<file path="src/rtl/ptr_ldst_pkg.sv">
package ptr_ldst_pkg;

  typedef enum logic [1:0] {
    MODE_PLAIN   = 2'd0,
    MODE_POSTINC = 2'd1,
    MODE_PREDEC  = 2'd2,
    MODE_DISP    = 2'd3
  } addrMode_e;

  typedef enum logic [1:0] {
    SEL_X    = 2'd0,
    SEL_Y    = 2'd1,
    SEL_Z    = 2'd2,
    SEL_NONE = 2'd3
  } ptrSel_e;

  typedef enum logic [1:0] {
    ST_IDLE   = 2'd0,
    ST_ACCESS = 2'd1,
    ST_FINISH = 2'd2
  } ctlState_e;

  // strobes from control to datapath
  typedef struct packed {
    logic capture;    // latch request, pointer and store data
    logic memAccess;  // drive memory strobes
    logic writeBack;  // drive register-file writes
  } ctlStrobes_t;

endpackage

</file>
<file path="src/rtl/ldst_ctrl.sv">
module ldst_ctrl
  import ptr_ldst_pkg::*;
(
  input  logic        clk,
  input  logic        rstN,
  input  logic        reqValid,
  input  logic [1:0]  reqPtrSel,
  input  logic [1:0]  reqMode,
  output ctlStrobes_t strobes,
  output logic        busy,
  output logic        done
);

  ctlState_e state, stateNext;
  logic      reqLegal;

  // displacement is only allowed on Y and Z; select 3 names no pointer
  always_comb begin
    reqLegal = reqValid;
    if (ptrSel_e'(reqPtrSel) == SEL_NONE) reqLegal = 1'b0;
    if (ptrSel_e'(reqPtrSel) == SEL_X && addrMode_e'(reqMode) == MODE_DISP) reqLegal = 1'b0;
  end

  always_comb begin
    stateNext = state;
    unique case (state)
      ST_IDLE:   if (reqLegal) stateNext = ST_ACCESS;
      ST_ACCESS: stateNext = ST_FINISH;
      ST_FINISH: stateNext = ST_IDLE;
      default:   stateNext = ST_IDLE;
    endcase
  end

  always_ff @(posedge clk or negedge rstN) begin
    if (!rstN) state <= ST_IDLE;
    else       state <= stateNext;
  end

  always_comb begin
    strobes.capture   = (state == ST_IDLE) && reqLegal;
    strobes.memAccess = (state == ST_ACCESS);
    strobes.writeBack = (state == ST_FINISH);
  end

  assign busy = (state == ST_ACCESS);
  assign done = (state == ST_FINISH);

endmodule

</file>
<file path="src/rtl/ldst_dpath.sv">
module ldst_dpath
  import ptr_ldst_pkg::*;
#(
  parameter int DATA_W  = 8,
  parameter int REG_CNT = 32,
  parameter int DISP_W  = 6
) (
  input  logic              clk,
  input  logic              rstN,
  input  ctlStrobes_t       strobes,
  input  logic              reqStore,
  input  logic [1:0]        reqPtrSel,
  input  logic [1:0]        reqMode,
  input  logic [DISP_W-1:0] reqDisp,
  input  logic [$clog2(REG_CNT)-1:0] reqReg,
  output logic [$clog2(REG_CNT)-1:0] rfPtrRdIdx,
  input  logic [DATA_W-1:0] rfPtrLo,
  input  logic [DATA_W-1:0] rfPtrHi,
  output logic [$clog2(REG_CNT)-1:0] rfSrcIdx,
  input  logic [DATA_W-1:0] rfSrcData,
  output logic [2*DATA_W-1:0] memAddr,
  output logic              memRdEn,
  output logic              memWrEn,
  output logic [DATA_W-1:0] memWrData,
  input  logic [DATA_W-1:0] memRdData,
  output logic              rfDataWrEn,
  output logic [$clog2(REG_CNT)-1:0] rfDataWrIdx,
  output logic [DATA_W-1:0] rfDataWrData,
  output logic [$clog2(REG_CNT)-1:0] rfPtrWrBase,
  output logic              rfPtrLoWrEn,
  output logic              rfPtrHiWrEn,
  output logic [DATA_W-1:0] rfPtrLoWrData,
  output logic [DATA_W-1:0] rfPtrHiWrData
);

  localparam int ADDR_W   = 2 * DATA_W;
  localparam int IDX_W    = $clog2(REG_CNT);
  localparam int PTR_BASE = REG_CNT - 6;

  function automatic logic [IDX_W-1:0] ptrBaseIdx(input logic [1:0] sel);
    ptrBaseIdx = IDX_W'(PTR_BASE + 2 * int'(sel));
  endfunction

  // captured operation
  logic              opStore;
  addrMode_e         opMode;
  logic [1:0]        opPtrSel;
  logic [DISP_W-1:0] opDisp;
  logic [IDX_W-1:0]  opReg;
  logic [ADDR_W-1:0] opPtr;
  logic [DATA_W-1:0] opSrc;

  always_ff @(posedge clk or negedge rstN) begin
    if (!rstN) begin
      opStore  <= 1'b0;
      opMode   <= MODE_PLAIN;
      opPtrSel <= '0;
      opDisp   <= '0;
      opReg    <= '0;
      opPtr    <= '0;
      opSrc    <= '0;
    end else if (strobes.capture) begin
      opStore  <= reqStore;
      opMode   <= addrMode_e'(reqMode);
      opPtrSel <= reqPtrSel;
      opDisp   <= reqDisp;
      opReg    <= reqReg;
      opPtr    <= {rfPtrHi, rfPtrLo};
      opSrc    <= rfSrcData;
    end
  end

  assign rfPtrRdIdx = ptrBaseIdx(reqPtrSel);
  assign rfSrcIdx   = reqReg;

  // address and pointer update, both modulo 2^ADDR_W
  logic [ADDR_W-1:0] ptrInc, ptrDec, effAddr, newPtr;
  logic              ptrUpdate;

  assign ptrInc = opPtr + ADDR_W'(1);
  assign ptrDec = opPtr - ADDR_W'(1);

  always_comb begin
    effAddr   = opPtr;
    newPtr    = opPtr;
    ptrUpdate = 1'b0;
    unique case (opMode)
      MODE_POSTINC: begin newPtr = ptrInc; ptrUpdate = 1'b1; end
      MODE_PREDEC:  begin effAddr = ptrDec; newPtr = ptrDec; ptrUpdate = 1'b1; end
      MODE_DISP:    effAddr = opPtr + ADDR_W'(opDisp);
      default:      ;
    endcase
  end

  assign memAddr   = effAddr;
  assign memRdEn   = strobes.memAccess && !opStore;
  assign memWrEn   = strobes.memAccess && opStore;
  assign memWrData = opSrc;

  // write-back; load data wins over a pointer byte write to the same register
  logic [IDX_W-1:0] wbBase;
  logic             loadWb, hitLo, hitHi;

  assign wbBase = ptrBaseIdx(opPtrSel);
  assign loadWb = strobes.writeBack && !opStore;
  assign hitLo  = loadWb && (opReg == wbBase);
  assign hitHi  = loadWb && (opReg == (wbBase | IDX_W'(1)));

  assign rfDataWrEn    = loadWb;
  assign rfDataWrIdx   = opReg;
  assign rfDataWrData  = memRdData;
  assign rfPtrWrBase   = wbBase;
  assign rfPtrLoWrEn   = strobes.writeBack && ptrUpdate && !hitLo;
  assign rfPtrHiWrEn   = strobes.writeBack && ptrUpdate && !hitHi;
  assign rfPtrLoWrData = newPtr[DATA_W-1:0];
  assign rfPtrHiWrData = newPtr[ADDR_W-1:DATA_W];

endmodule

</file>
<file path="src/rtl/ptr_ldst_unit.sv">
module ptr_ldst_unit
  import ptr_ldst_pkg::*;
#(
  parameter int DATA_W  = 8,
  parameter int REG_CNT = 32,
  parameter int DISP_W  = 6
) (
  input  logic              clk,
  input  logic              rstN,
  input  logic              reqValid,
  input  logic              reqStore,
  input  logic [1:0]        reqPtrSel,
  input  logic [1:0]        reqMode,
  input  logic [DISP_W-1:0] reqDisp,
  input  logic [$clog2(REG_CNT)-1:0] reqReg,
  output logic              busy,
  output logic              done,
  output logic [$clog2(REG_CNT)-1:0] rfPtrRdIdx,
  input  logic [DATA_W-1:0] rfPtrLo,
  input  logic [DATA_W-1:0] rfPtrHi,
  output logic [$clog2(REG_CNT)-1:0] rfSrcIdx,
  input  logic [DATA_W-1:0] rfSrcData,
  output logic [2*DATA_W-1:0] memAddr,
  output logic              memRdEn,
  output logic              memWrEn,
  output logic [DATA_W-1:0] memWrData,
  input  logic [DATA_W-1:0] memRdData,
  output logic              rfDataWrEn,
  output logic [$clog2(REG_CNT)-1:0] rfDataWrIdx,
  output logic [DATA_W-1:0] rfDataWrData,
  output logic [$clog2(REG_CNT)-1:0] rfPtrWrBase,
  output logic              rfPtrLoWrEn,
  output logic              rfPtrHiWrEn,
  output logic [DATA_W-1:0] rfPtrLoWrData,
  output logic [DATA_W-1:0] rfPtrHiWrData
);

  ctlStrobes_t strobes;

  ldst_ctrl i_ctrl (
    .clk       (clk),
    .rstN      (rstN),
    .reqValid  (reqValid),
    .reqPtrSel (reqPtrSel),
    .reqMode   (reqMode),
    .strobes   (strobes),
    .busy      (busy),
    .done      (done)
  );

  ldst_dpath #(.DATA_W(DATA_W), .REG_CNT(REG_CNT), .DISP_W(DISP_W)) i_dpath (
    .clk           (clk),
    .rstN          (rstN),
    .strobes       (strobes),
    .reqStore      (reqStore),
    .reqPtrSel     (reqPtrSel),
    .reqMode       (reqMode),
    .reqDisp       (reqDisp),
    .reqReg        (reqReg),
    .rfPtrRdIdx    (rfPtrRdIdx),
    .rfPtrLo       (rfPtrLo),
    .rfPtrHi       (rfPtrHi),
    .rfSrcIdx      (rfSrcIdx),
    .rfSrcData     (rfSrcData),
    .memAddr       (memAddr),
    .memRdEn       (memRdEn),
    .memWrEn       (memWrEn),
    .memWrData     (memWrData),
    .memRdData     (memRdData),
    .rfDataWrEn    (rfDataWrEn),
    .rfDataWrIdx   (rfDataWrIdx),
    .rfDataWrData  (rfDataWrData),
    .rfPtrWrBase   (rfPtrWrBase),
    .rfPtrLoWrEn   (rfPtrLoWrEn),
    .rfPtrHiWrEn   (rfPtrHiWrEn),
    .rfPtrLoWrData (rfPtrLoWrData),
    .rfPtrHiWrData (rfPtrHiWrData)
  );

endmodule

</file>
<file path="config.mk">
export PLATFORM = sky130hd
export DESIGN_NAME = ptr_ldst_unit
export DESIGN_NICKNAME = d
export VERILOG_FILES = /design/src/rtl/ptr_ldst_pkg.sv /design/src/rtl/ldst_ctrl.sv /design/src/rtl/ldst_dpath.sv /design/src/rtl/ptr_ldst_unit.sv
export SDC_FILE = /design/constraint.sdc
export NUM_CORES = 1
export LEC_CHECK = 0
export ABC_AREA = 1
export BUFFER_PORTS_ARGS = -buffer_cell sky130_fd_sc_hd__buf_2
export CELL_PAD_IN_SITES_DETAIL_PLACEMENT = 1
export CELL_PAD_IN_SITES_GLOBAL_PLACEMENT = 2
export CORE_ASPECT_RATIO = 2
export CORE_MARGIN = 1
export CORE_UTILIZATION = 24
export DETAILED_ROUTE_END_ITERATION = 8
export PLACE_DENSITY = 0.78
export SYNTH_ARGS = -nofsm -noshare
export SYNTH_HDL_FRONTEND = slang
export SYNTH_HIERARCHICAL = 1
export SYNTH_SLANG_ARGS = --single-unit
export TNS_END_PERCENT = 50
</file>
<file path="constraint.sdc">
create_clock -name clk -period 4.1 [get_ports clk]
set_input_delay 0.41 -clock clk [delete_from_list [all_inputs] [get_ports clk]]
set_output_delay 0.41 -clock clk [all_outputs]
set_load 0.005 [all_outputs]
</file>
After elaboration in Yosys (flattened, before gate mapping)
Index checks and enable logic that the tools add are counted.
- logic and storage cells: 46
- register bits after elaboration: 42
- input port bits: 51
- output and inout port bits: 75
- reductions and logical operators: 16
- mux-type cells: 7
- $add $sub $neg: 5
- eq/ne operators: 10
- operators with widths (operator ; number):
    $pmux W16 S2 ; 2
    $add A16 B1 Y16 const B ; 1
    $add A16 B6 Y16 ; 1
    $sub A16 B1 Y16 const B ; 1
    $add A5 B3 Y5 const A ; 2
    $eq A2 B2 Y1 const B ; 5
    $eq A5 B5 Y1 ; 2
    $logic_and A1 B1 Y1 ; 10
    $eq A2 B1 Y1 const B ; 2
    $logic_not A2 Y1 ; 2
    $pmux W2 S2 ; 1
    $logic_not A1 Y1 ; 3
    $mux W1 ; 3
    $mux W2 ; 1
    $ne A2 B1 Y1 const B ; 1
    $reduce_or A2 Y1 ; 1

Logic depth before layout (Yosys ltp)
- depth after elaboration: 5
- gate-level depth with buffers: 11
- mapped depth without buffers: 10

Hierarchy
Netlist, hierarchy kept.
- by module, submodules not included (module ; instances ; area an instance (um2) ; seq. area each (um2) ; cells each):
    ldst_dpath ; 1 ; 3678.5 ; 1001.0 ; 568
    ldst_ctrl ; 1 ; 126.4 ; 50.0 ; 19

Least setup slack after synthesis
Ideal clock, no wire load.
- kind: flip-flop to output port
- start point: register i_dpath.opPtr[0]
- end point: output memAddr[12]
- slack: 2151 ps
- data required time: 3690 ps
- path buffers: 0
- data arrival time: 1539 ps
- cell stages (with the launch flop): 11
- cells stage by stage: dfrtp_1 ha_1 inv_1 fa_1 inv_1 nand2_1 nand3_2 nand3_1 nand2_1 nand3_1 nand2_1
- cells in the longest elaborated chain, start to end: 2
- elaborated cells on any way between the ends: 3
- classes of those cells: add/sub: 2; mux: 1
- ends and longest elaborated chain (element ; RTL line ; source):
    from (decl) ; ldst_dpath.sv:50 ; logic [ADDR_W-1:0] opPtr;
    from (signal assigned) ; ldst_dpath.sv:68 ; opPtr <= {rfPtrHi, rfPtrLo};
    $add A16 B6 Y16 or $sub A16 B1 Y16 (tied branches) ; ldst_dpath.sv:90, ldst_dpath.sv:81 ;
    $pmux W16 S2 (*) ; ldst_dpath.sv:87 ; unique case (opMode)
    to (decl) ; ptr_ldst_unit.sv:23 ; output logic [2*DATA_W-1:0] memAddr,
Mark *: on every way between the ends. The rest lies on a longest branch, timed or not.

Final worst setup path
- start point: register i_dpath.opMode[0]
- end point: output memAddr[2]
- cells in the longest elaborated chain, start to end: 2
- elaborated cells on any way between the ends: 3
- classes of those cells: eq/ne: 2; mux: 1
- ends and longest elaborated chain (element ; RTL line ; source):
    from (decl) ; ldst_dpath.sv:46 ; addrMode_e opMode;
    from (signal assigned) ; ldst_dpath.sv:64 ; opMode <= addrMode_e'(reqMode);
    $eq A2 B2 Y1 ; ldst_dpath.sv:87 ;
    $pmux W16 S2 (*) ; ldst_dpath.sv:87 ;
Marks and branches as above.

==> impl_metrics.tcl <==
set metrics [dict create \
    outcome "finished clean" \
    crit_slowest_cell "nor2_1" \
    port_buffers 107 \
    reg2reg_from "i_ctrl/state[0]" \
    drc 0 \
    cp_cell_sequence "inv_1, ha_1, buf_4, nor2_1, inv_1, o221ai_1, buf_2" \
    ir_worst_vdd_mv 0.2741 \
    max-slew-margin-rel 0.2930 \
    drt_pass1_iterations 4 \
    finalSetupViolCount 0 \
    fin_skew_ns 0.008737 \
    synth_seq_cells 42 \
    finalHoldViolations 0 \
    critical_path_required_ns 3.69 \
    ys_top_cells_by_area "dfrtp_1 (28%), nand2_1 (18%), nand3_1 (8.4%)" \
    wl_per_cell_um 16.69 \
    clk_pin_slew_ns 0.07 \
    period_needed_ns 3.183 \
    mostFrequentLayoutCell "nand2_1" \
    crit_top_cell "inv_1" \
    final_cell_mix "nand2_1 (185), buf_2 (107), inv_1 (67)" \
    final.setup.tns_ns 0 \
    grt_usage 0.1842 \
    drt-vias-per-instance 4.795 \
    ff2ff_setup_slack_ns 2.18 \
    finalPower_mw 2.486 \
    crit_path_end_kind "output pin" \
    wl_mm 14.34 \
    row_count 64 \
    fill_cells 2054 \
    synth-edff-count 0 \
    clkLatencyLatePin_ns 0.31 \
    cts_tree "yes" \
    cts_hold_buffers 0 \
    regArea_mm2 0.001051 \
    cp_num_buf_inv 4 \
    cts_root_buf "clkbuf_16" \
    synth-seq-area-share 0.2762 \
    rr_worst_depth 5 \
    timing.fmax_ghz 0.3142 \
    layout.nets 725 \
    p_leak_nw 2.347 \
    die_w_um 91.03 \
    h-tree-depth 2 \
    r2r-end "i_dpath/memWrData[4]" \
    worstHoldPathType "input pin to asynchronous set/reset pin" \
    grt.overflow.total 0 \
    synth_area_mm2 0.003805 \
    grt_pass1_wl_mm 23.31 \
    diodes 0 \
    initial_utilization 0.2475 \
    slew_violations 0 \
    drtIter0Drc 111 \
    synth_area_leader_cell "dfrtp_1" \
    vias 4119 \
    clockBufferDepth 2 \
    power_density_mw_per_mm2 549.7 \
    die-height_um 180.1 \
    holdWs_ns 0.2878 \
    drv_cap 0 \
    synth_top_area_frac 0.2762 \
    multi_input_area_mm2 0.002205 \
    rsz0062_at_grt "no" \
    dp.final_hpwl_mm 11.61 \
    grt_max_degree 53 \
    synth_ff_type "dfrtp_1" \
    clock-sinks 42 \
    ys_async_sr_fraction 1.000 \
    worst_slew_pin_slew_ns 1.061 \
    netlist_instances 587 \
    post_cts_resized 0 \
    design.die.area_mm2 0.01639 \
    drive_above_1_share 0.2451 \
    start_kind "register" \
    cp_top_family "buffers and inverters" \
    slowest_delay_ns 0.68 \
    post-route-period-util 0.7763 \
    gp_congestion 0.8724 \
    core_area_mm2 0.01537 \
    antenna_found_initial 0 \
    cts_buffers 5 \
    io_pins 126 \
    arrival_ns 2.77 \
    ys_types 38 \
    synth_warnings 6 \
    syn_to_final_growth_pct 18.84 \
    crit_fanout 16 \
    critPathKind "register to output pin" \
    drtAntennaViolNets 0 \
    post_cts_buffers 0 \
    avgSynthCellArea_um2 6.482 \
    first_global_vias 4526 \
]
[logic make-up after synthesis]
group | count (synthesis) | share of synthesized area
xor gates and xnor gates | 2 | 0.004605
muxes | 16 | 0.04735
other | 1 | 0.0009856
adders and majority gates | 14 | 0.04801
and+or+nand+nor | 323 | 0.3683
DFF | 42 | 0.2762
buffers and inverters | 116 | 0.1473
AOI/OAI and AO/OA | 73 | 0.1072
[worst max path at each step]
stage,startpoint,cells past startpoint,slack [ns],to
6_report,i_dpath/opMode[0],7,0.92,memAddr[2]
5_1_grt,i_dpath/opMode[0],9,0.74,memAddr[7]
4_1_cts,i_dpath/opMode[0],7,0.91,memAddr[2]
3_5_place_dp,i_dpath/opMode[0],7,1.24,memAddr[2]
3_3_place_gp,i_dpath/opMode[0],9,1.42,memAddr[7]
2_1_floorplan,i_dpath/opPtr[0],10,2.15,memAddr[12]
[power by group]
part,switching (mW),internal [mW]
Combinational,0.796,0.458
Clock,0.200,0.351
Sequential,0.167,0.514
[metal layers]
metal	vias up	GRT usage	wire, um
met5	-	0	0
met4	0	0.1219	868
met3	45	0.02658	486
met2	120	0.3652	8213
met1	1961	0.1670	4766
li1	1993	-	-
[state kept, by name, indices dropped and copies added, names as in the netlist]
name                 cells
i_dpath/opDisp           6
i_dpath/rfDataWrIdx      5
i_dpath/memWrData        8
i_dpath/opPtr           16
i_dpath/opStore          1
i_dpath/opMode           2
i_dpath/opPtrSel         2
i_ctrl/state             2
[cells in the mapped netlist, types with 2 or more instances]
library cell	n
o221ai_1	2
nand2_2	7
nand2_1	185
nor2_4	5
a21oi_1	8
o21ai_0	43
buf_1	2
nand3_1	64
o21a_1	2
a31o_2	2
and2_1	2
buf_4	26
clkbuf_1	9
nor3_1	2
mux2_2	16
inv_1	67
o211ai_1	6
nand4_1	6
buf_2	5
inv_2	3
nor2_1	43
ha_1	13
nor2_2	7
o21ai_1	7
dfrtp_1	42
[layout make-up]
class / instances / share of cell area
clock buffers: 5 / 0.02767
clock inverters: 3 / 0.01522
inverters: 71 / 0.05894
multi-input cells: 430 / 0.4875
flip-flops and latches: 42 / 0.2324
well taps: 198 / 0.05479
repair buffers: 110 / 0.1234
[stage by stage]
stage | setup slack [ns] | util | cell area (um^2) | std cells
after floorplan | 2.151 | - | 3809 | 588
after global placement | 1.419 | 0.2815 | 4328 | 851
after detailed placement | 1.240 | 0.2815 | 4328 | 851
after CTS | 0.9133 | 0.2941 | 4522 | 859
after global routing | 0.7406 | 0.2941 | 4522 | 859
final | 0.9171 | 0.2941 | 4522 | 859
Note: power is estimated with default switching activity, not from simulation.
